`src/rtl/fpa_pkg.sv`:
```
package fpa_pkg;

  // Sequencer states of the multi-cycle adder
  typedef enum logic [2:0] {
    ST_IDLE,
    ST_ALIGN,
    ST_ADD,
    ST_NORM,
    ST_ROUND,
    ST_RENORM,
    ST_PACK
  } fpa_state_e;

endpackage

```
`src/rtl/fpa_prep.sv`:
```
// Unpacks both operands, applies the subtract flip, flushes exponent-zero
// inputs to zero, and orders the operands by magnitude.
module fpa_prep #(
  parameter int EXP_W  = 8,
  parameter int FRAC_W = 23
) (
  input  logic [EXP_W+FRAC_W:0] a,
  input  logic [EXP_W+FRAC_W:0] b,
  input  logic                  sub,
  output logic [FRAC_W:0]       big_sig,
  output logic [FRAC_W:0]       small_sig,
  output logic [EXP_W-1:0]      big_exp,
  output logic [EXP_W-1:0]      exp_diff,
  output logic                  big_sign,
  output logic                  eff_sub,
  output logic                  special,
  output logic                  special_sign
);
  localparam int WORD_W = 1 + EXP_W + FRAC_W;
  localparam int SIG_W  = FRAC_W + 1;
  localparam int MAG_W  = EXP_W + FRAC_W;

  logic [EXP_W-1:0] exp_a, exp_b, small_exp;
  logic             sgn_a, sgn_b;
  logic             zer_a, zer_b, inf_a, inf_b;
  logic [MAG_W-1:0] mag_a, mag_b;
  logic [SIG_W-1:0] sig_a, sig_b;
  logic             a_wins;

  assign exp_a = a[WORD_W-2 -: EXP_W];
  assign exp_b = b[WORD_W-2 -: EXP_W];
  assign sgn_a = a[WORD_W-1];
  assign sgn_b = b[WORD_W-1] ^ sub;

  assign zer_a = (exp_a == '0);
  assign zer_b = (exp_b == '0);
  assign inf_a = (exp_a == '1);
  assign inf_b = (exp_b == '1);

  // Magnitude keys and significands with the hidden bit restored
  assign mag_a = zer_a ? '0 : a[MAG_W-1:0];
  assign mag_b = zer_b ? '0 : b[MAG_W-1:0];
  assign sig_a = zer_a ? '0 : {1'b1, a[FRAC_W-1:0]};
  assign sig_b = zer_b ? '0 : {1'b1, b[FRAC_W-1:0]};

  assign a_wins    = (mag_a >= mag_b);
  assign big_sig   = a_wins ? sig_a : sig_b;
  assign small_sig = a_wins ? sig_b : sig_a;
  assign big_exp   = a_wins ? exp_a : exp_b;
  assign small_exp = a_wins ? exp_b : exp_a;
  assign exp_diff  = big_exp - small_exp;
  assign big_sign  = a_wins ? sgn_a : sgn_b;
  assign eff_sub   = sgn_a ^ sgn_b;

  assign special      = inf_a | inf_b;
  assign special_sign = inf_a ? sgn_a : sgn_b;

endmodule

```
`src/rtl/fpa_align.sv`:
```
// Right-shifts a significand by the exponent difference. The output carries
// guard and round below the significand, and a sticky bit that ORs every
// bit pushed past the round position.
module fpa_align #(
  parameter int SIG_W = 24,
  parameter int AMT_W = 8
) (
  input  logic [SIG_W-1:0] sig,
  input  logic [AMT_W-1:0] amt,
  output logic [SIG_W+2:0] aligned
);
  localparam int EXT_W = SIG_W + 3;

  logic [2*EXT_W-1:0] wide;

  // Upper half is the kept value, lower half collects the lost bits
  assign wide    = {sig, 3'b000, {EXT_W{1'b0}}} >> amt;
  assign aligned = {wide[2*EXT_W-1:EXT_W+1], wide[EXT_W] | (|wide[EXT_W-1:0])};

endmodule

```
`src/rtl/fpa_round.sv`:
```
// Round to nearest, ties to even, on a significand with guard/round/sticky.
module fpa_round #(
  parameter int SIG_W = 24
) (
  input  logic [SIG_W+2:0] mant,
  output logic [SIG_W:0]   rounded
);
  logic keep_lsb, grd, rnd, stk, bump;

  assign keep_lsb = mant[3];
  assign grd      = mant[2];
  assign rnd      = mant[1];
  assign stk      = mant[0];
  assign bump     = grd & (rnd | stk | keep_lsb);
  assign rounded  = {1'b0, mant[SIG_W+2:3]} + {{SIG_W{1'b0}}, bump};

endmodule

```
`src/rtl/fp_addsub_seq.sv`:
```
// Multi-cycle floating-point adder/subtractor, registered outputs.
module fp_addsub_seq
  import fpa_pkg::*;
#(
  parameter int EXP_W  = 8,
  parameter int FRAC_W = 23
) (
  input  logic                    clk,
  input  logic                    rst,
  input  logic                    start,
  input  logic                    op,
  input  logic [EXP_W+FRAC_W:0]   a,
  input  logic [EXP_W+FRAC_W:0]   b,
  output logic                    done,
  output logic [EXP_W+FRAC_W:0]   result,
  output logic                    ovf,
  output logic                    unf
);
  localparam int WORD_W = 1 + EXP_W + FRAC_W;
  localparam int SIG_W  = FRAC_W + 1;
  localparam int GRS_W  = SIG_W + 3;
  localparam int ACC_W  = SIG_W + 4;
  localparam int XW     = EXP_W + 2;
  localparam logic signed [XW-1:0] EXP_HI  = XW'((1 << EXP_W) - 2);
  localparam logic signed [XW-1:0] EXP_LO  = XW'(1);
  localparam logic signed [XW-1:0] EXP_ONE = XW'(1);

  fpa_state_e state_q;

  logic [WORD_W-1:0]    a_q, b_q;
  logic                 op_q;
  logic [ACC_W-1:0]     lhs_q, rhs_q, acc_q;
  logic signed [XW-1:0] exp_q;
  logic                 sign_q, eff_sub_q, special_q, spec_sign_q, zero_q;
  logic [SIG_W:0]       rnd_q;
  logic [FRAC_W-1:0]    frac_q;

  logic [SIG_W-1:0]  big_sig, small_sig;
  logic [EXP_W-1:0]  big_exp, exp_diff;
  logic              big_sign, eff_sub, special, special_sign;
  logic [GRS_W-1:0]  aligned;
  logic [SIG_W:0]    rounded;

  logic [WORD_W-1:0] pack_word;
  logic              pack_ovf, pack_unf;

  fpa_prep #(.EXP_W(EXP_W), .FRAC_W(FRAC_W)) prep_i (
    .a            (a_q),
    .b            (b_q),
    .sub          (op_q),
    .big_sig      (big_sig),
    .small_sig    (small_sig),
    .big_exp      (big_exp),
    .exp_diff     (exp_diff),
    .big_sign     (big_sign),
    .eff_sub      (eff_sub),
    .special      (special),
    .special_sign (special_sign)
  );

  fpa_align #(.SIG_W(SIG_W), .AMT_W(EXP_W)) align_i (
    .sig     (small_sig),
    .amt     (exp_diff),
    .aligned (aligned)
  );

  fpa_round #(.SIG_W(SIG_W)) round_i (
    .mant    (acc_q[GRS_W-1:0]),
    .rounded (rounded)
  );

  // Final packing and range checks on the renormalized exponent
  always_comb begin
    pack_ovf  = 1'b0;
    pack_unf  = 1'b0;
    pack_word = {sign_q, exp_q[EXP_W-1:0], frac_q};
    if (special_q) begin
      pack_word = {spec_sign_q, {EXP_W{1'b1}}, {FRAC_W{1'b0}}};
      pack_ovf  = 1'b1;
    end else if (zero_q) begin
      pack_word = '0;
    end else if (exp_q > EXP_HI) begin
      pack_word = {sign_q, {EXP_W{1'b1}}, {FRAC_W{1'b0}}};
      pack_ovf  = 1'b1;
    end else if (exp_q < EXP_LO) begin
      pack_word = '0;
      pack_unf  = 1'b1;
    end
  end

  always_ff @(posedge clk) begin
    if (rst) begin
      state_q     <= ST_IDLE;
      done        <= 1'b0;
      result      <= '0;
      ovf         <= 1'b0;
      unf         <= 1'b0;
      a_q         <= '0;
      b_q         <= '0;
      op_q        <= 1'b0;
      lhs_q       <= '0;
      rhs_q       <= '0;
      acc_q       <= '0;
      exp_q       <= '0;
      sign_q      <= 1'b0;
      eff_sub_q   <= 1'b0;
      special_q   <= 1'b0;
      spec_sign_q <= 1'b0;
      zero_q      <= 1'b0;
      rnd_q       <= '0;
      frac_q      <= '0;
    end else begin
      done <= 1'b0;
      case (state_q)
        ST_IDLE: begin
          if (start) begin
            a_q     <= a;
            b_q     <= b;
            op_q    <= op;
            state_q <= ST_ALIGN;
          end
        end
        ST_ALIGN: begin
          lhs_q       <= {1'b0, big_sig, 3'b000};
          rhs_q       <= {1'b0, aligned};
          exp_q       <= $signed({2'b00, big_exp});
          sign_q      <= big_sign;
          eff_sub_q   <= eff_sub;
          special_q   <= special;
          spec_sign_q <= special_sign;
          zero_q      <= 1'b0;
          state_q     <= ST_ADD;
        end
        ST_ADD: begin
          acc_q   <= eff_sub_q ? (lhs_q - rhs_q) : (lhs_q + rhs_q);
          state_q <= special_q ? ST_PACK : ST_NORM;
        end
        ST_NORM: begin
          if (acc_q == '0) begin
            zero_q  <= 1'b1;
            state_q <= ST_PACK;
          end else if (acc_q[ACC_W-1]) begin
            acc_q   <= {1'b0, acc_q[ACC_W-1:2], acc_q[1] | acc_q[0]};
            exp_q   <= exp_q + EXP_ONE;
            state_q <= ST_ROUND;
          end else if (!acc_q[ACC_W-2]) begin
            acc_q <= {acc_q[ACC_W-2:0], 1'b0};
            exp_q <= exp_q - EXP_ONE;
          end else begin
            state_q <= ST_ROUND;
          end
        end
        ST_ROUND: begin
          rnd_q   <= rounded;
          state_q <= ST_RENORM;
        end
        ST_RENORM: begin
          if (rnd_q[SIG_W]) begin
            frac_q <= rnd_q[FRAC_W:1];
            exp_q  <= exp_q + EXP_ONE;
          end else begin
            frac_q <= rnd_q[FRAC_W-1:0];
          end
          state_q <= ST_PACK;
        end
        ST_PACK: begin
          done    <= 1'b1;
          result  <= pack_word;
          ovf     <= pack_ovf;
          unf     <= pack_unf;
          state_q <= ST_IDLE;
        end
        default: state_q <= ST_IDLE;
      endcase
    end
  end

endmodule

```
`config.mk`:
```
export PLATFORM = sky130hd
export DESIGN_NAME = fp_addsub_seq
export DESIGN_NICKNAME = d
export VERILOG_FILES = /design/src/rtl/fpa_pkg.sv /design/src/rtl/fpa_prep.sv /design/src/rtl/fpa_align.sv /design/src/rtl/fpa_round.sv /design/src/rtl/fp_addsub_seq.sv
export SDC_FILE = /design/constraint.sdc
export NUM_CORES = 1
export LEC_CHECK = 0
export BUFFER_PORTS_ARGS = -buffer_cell sky130_fd_sc_hd__buf_4
export CAP_MARGIN = 20
export CORE_ASPECT_RATIO = 0.5
export CORE_UTILIZATION = 29
export CTS_BUF_LIST = sky130_fd_sc_hd__clkbuf_8
export CTS_CLUSTER_SIZE = 12
export DETAILED_ROUTE_END_ITERATION = 10
export GPL_TIMING_DRIVEN = 0
export PLACE_DENSITY = 0.48
export SYNTH_ARGS = -nofsm -noshare
export SYNTH_HDL_FRONTEND = slang
export SYNTH_SLANG_ARGS = --single-unit
```
`constraint.sdc`:
```
create_clock -name clk -period 9.6 [get_ports clk]
set_clock_uncertainty 0.05 [all_clocks]
set_input_delay 0.96 -clock clk [delete_from_list [all_inputs] [get_ports clk]]
set_output_delay 0.96 -clock clk [all_outputs]
set_load 0.005 [all_outputs]
```
==> results_dict.tcl <==
set metrics [dict create \
    p_seq_share_pct 23.1 \
    die_h_um 174 \
    syn-mean-instance-area_um2 7.38 \
    cts.path.max_buffers 3 \
    synth_ff_type "dfxtp_1" \
    critical_path.max_fanout 18 \
    min_period_over_period_pct 92.0 \
    root_buffer "clkbuf_8" \
    worst_pin_slew_ps 1130 \
    ios 103 \
    status "completed" \
    area_growth_pct 15.6 \
    overflow 0 \
    path_clk_slew_ps 70 \
    tritoncts "done" \
    synth_top_area_share_pct 28.6 \
    clockPowerShare_pct 18.9 \
    arrival_ps 9300 \
    layout-drive-gt1-share_pct 9.69 \
    critPathMaxStageDelay_ps 510 \
    drt-total-wl_um 66300 \
    yosysMostFrequentCell "nand2_1" \
    drt_iter0_drc 1514 \
    core_area_mm2 0.0579 \
    grt_pass1_wl_um 102000 \
    synth_area_mm2 0.0171 \
    insertion_delay_ps 630 \
    finalSetupViolCount 0 \
    p_int_uw 2870 \
    p_switching_uw 2910 \
    ys_types 92 \
    crit_path_end_kind "flop" \
    antenna_left 0 \
    cp_data_required_time_ps 10060 \
    holdCritStartpoint "op_q" \
    critPathSlowestCell "clkbuf_1" \
    slew_viol_final 0 \
    synthArstFlopShare_pct 0 \
    synth-edff-count 0 \
    path_class "flop to flop" \
    wire_per_inst_um 20.3 \
    rows 62 \
    htree_levels 2 \
    rsz0062_at_grt "false" \
    min_period_ps 8840 \
    synth-seq-cells 245 \
    maxCapViolations 0 \
    firstDrtPassIters 6 \
    pre_cts_ws_ps 73.0 \
    synthTopCellsByCount "349 x nand2_1, 253 x nor2_1, 245 x dfxtp_1" \
    drc 0 \
    leakage_uw 0.00724 \
    vdd_drop_max_v 0.000122 \
    grt_pass1_vias 16600 \
    worst_r2r_startpoint "b_q[26]" \
    antenna_found_initial 1 \
    viasPerCell 5.41 \
    cts.sinks 245 \
    cts_setup_buffers 0 \
    yosysTopAreaCell "dfxtp_1" \
    place_congestion 0.923 \
    cts_buffers 43 \
    hp-class "flop to flop" \
    num_vias 17700 \
    switching_share_pct 50.3 \
    grt_max_degree 12 \
    io_buffers 101 \
    start_util_pct 29.6 \
    dp_hpwl_um 51800 \
    start_kind "flop" \
    combPwrFrac_pct 57.9 \
    hold_violations 0 \
    synthesis.instances 2319 \
    die_w_um 346 \
    dieArea_mm2 0.0601 \
    synth_nets 2473 \
    startpoint "b_q[26]" \
    final_util_pct 34.2 \
    relSlewSlack_pct 23.9 \
    yosysWarnings 0 \
    synth-seq-area-share_pct 28.6 \
    fin_nets 2619 \
    clock.fmax_mhz 113 \
    fin_ws_ps 763 \
    synth_area_leaders "dfxtp_1 29%, nand2_1 7.7%, a21oi_1 6.5%, ha_1 6.2%, nor2_1 5.5%" \
    tns_ps 0 \
    p_per_area_mw_per_mm2 292 \
    grt_usage_pct 21.6 \
]
==> power groups by stage <==
stage	Clock, uW	Combinational (uW)	Sequential [uW]
3_5_place_dp	0	3290	1350
4_1_cts	1120	3300	1330
3_3_place_gp	0	3300	1350
6_report	1090	3350	1340
5_1_grt	1180	3630	1350
2_1_floorplan	0	2320	1260
==> layer usage <==
layer	share of wire, %	global-route usage [%]
met1	50	31.1
met5	0	0
met2	42	33.2
met4	1.7	4.78
met3	6.4	4.10
==> area by class of cell <==
cell class                 instances  area [um2]
timing repair buffer             102         763
inverter                          79         297
sequential                       245        4900
clock buffer                      55         757
multi-input combinational       1802       11200
clock inverter                    23         186
buffer                           192         762
fill                            6367       38100
antenna                            1        2.50
tap                              768         961
==> registers in the layout, indices dropped and copies added (netlist names), 3 cells and up <==
| register | flops |
|---|---|
| frac_q | 23 |
| exp_q | 10 |
| lhs_q | 24 |
| rhs_q | 27 |
| rnd_q | 25 |
| acc_q | 28 |
| b_q | 32 |
| a_q | 32 |
| result | 32 |
| state_q | 3 |
==> worst max-delay path: cells and delay by family (launching register included) <==
family,cells,cell delay (ps)
AOI/OAI and AO/OA,8,2010
xor gates and xnor gates,1,270
and+or+nand+nor,10,2010
DFF,1,380
muxes,1,120
buffers and inverters,7,2920
adders and majority gates,3,960
==> through the flow <==
step	instance area, um2	total power [uW]	hold WS, ps	std cells
3_5_place_dp	18800	4640	415	3188
4_1_cts	19800	5760	423	3266
3_3_place_gp	18800	4650	410	3188
2_1_floorplan	17100	3590	382	2319
5_1_grt	19800	6160	454	3267
6_report	19800	5780	418	3267
==> kinds of logic (layout without fill, tap and decap cells) <==
logic type	after synthesis	after routing	share of synthesized area, %
xor+xnor	57	57	2.92
simple gates	876	876	23.0
other cells	0	1	0
mux	82	82	5.77
buf+inv	272	451	6.18
compound gates	698	698	27.0
fa+ha+maj	89	89	6.50
flops	245	245	28.6
==> layout by cell type, fill, tap and decap left out, types with 55 or more instances in the layout <==
cell type	count
o21ai_0	99
nor2_1	253
buf_4	104
dfxtp_1	245
nand3_1	59
clkbuf_1	157
clkbuf_8	55
inv_1	88
a21oi_1	223
nand2_1	349
ha_1	85
mux2i_1	57
a211oi_1	84
==> path summary, 6_finish.rpt <==
| kind | to | slack [ps] | cells past startpoint |
|---|---|---|---|
| max reg2reg | rhs_q[0] | 760 | 30 |
| max | rhs_q[0] | 760 | 30 |
| min reg2reg | op_q | 420 | 2 |
| min | op_q | 420 | 2 |
==> timing repair <==
item | 4_1_cts | 5_1_grt
hold buffers | 0 | 0
resized for setup | 0 | 6
setup endpoints to repair | 0 | 12
Power figures use the tool's default switching activity.
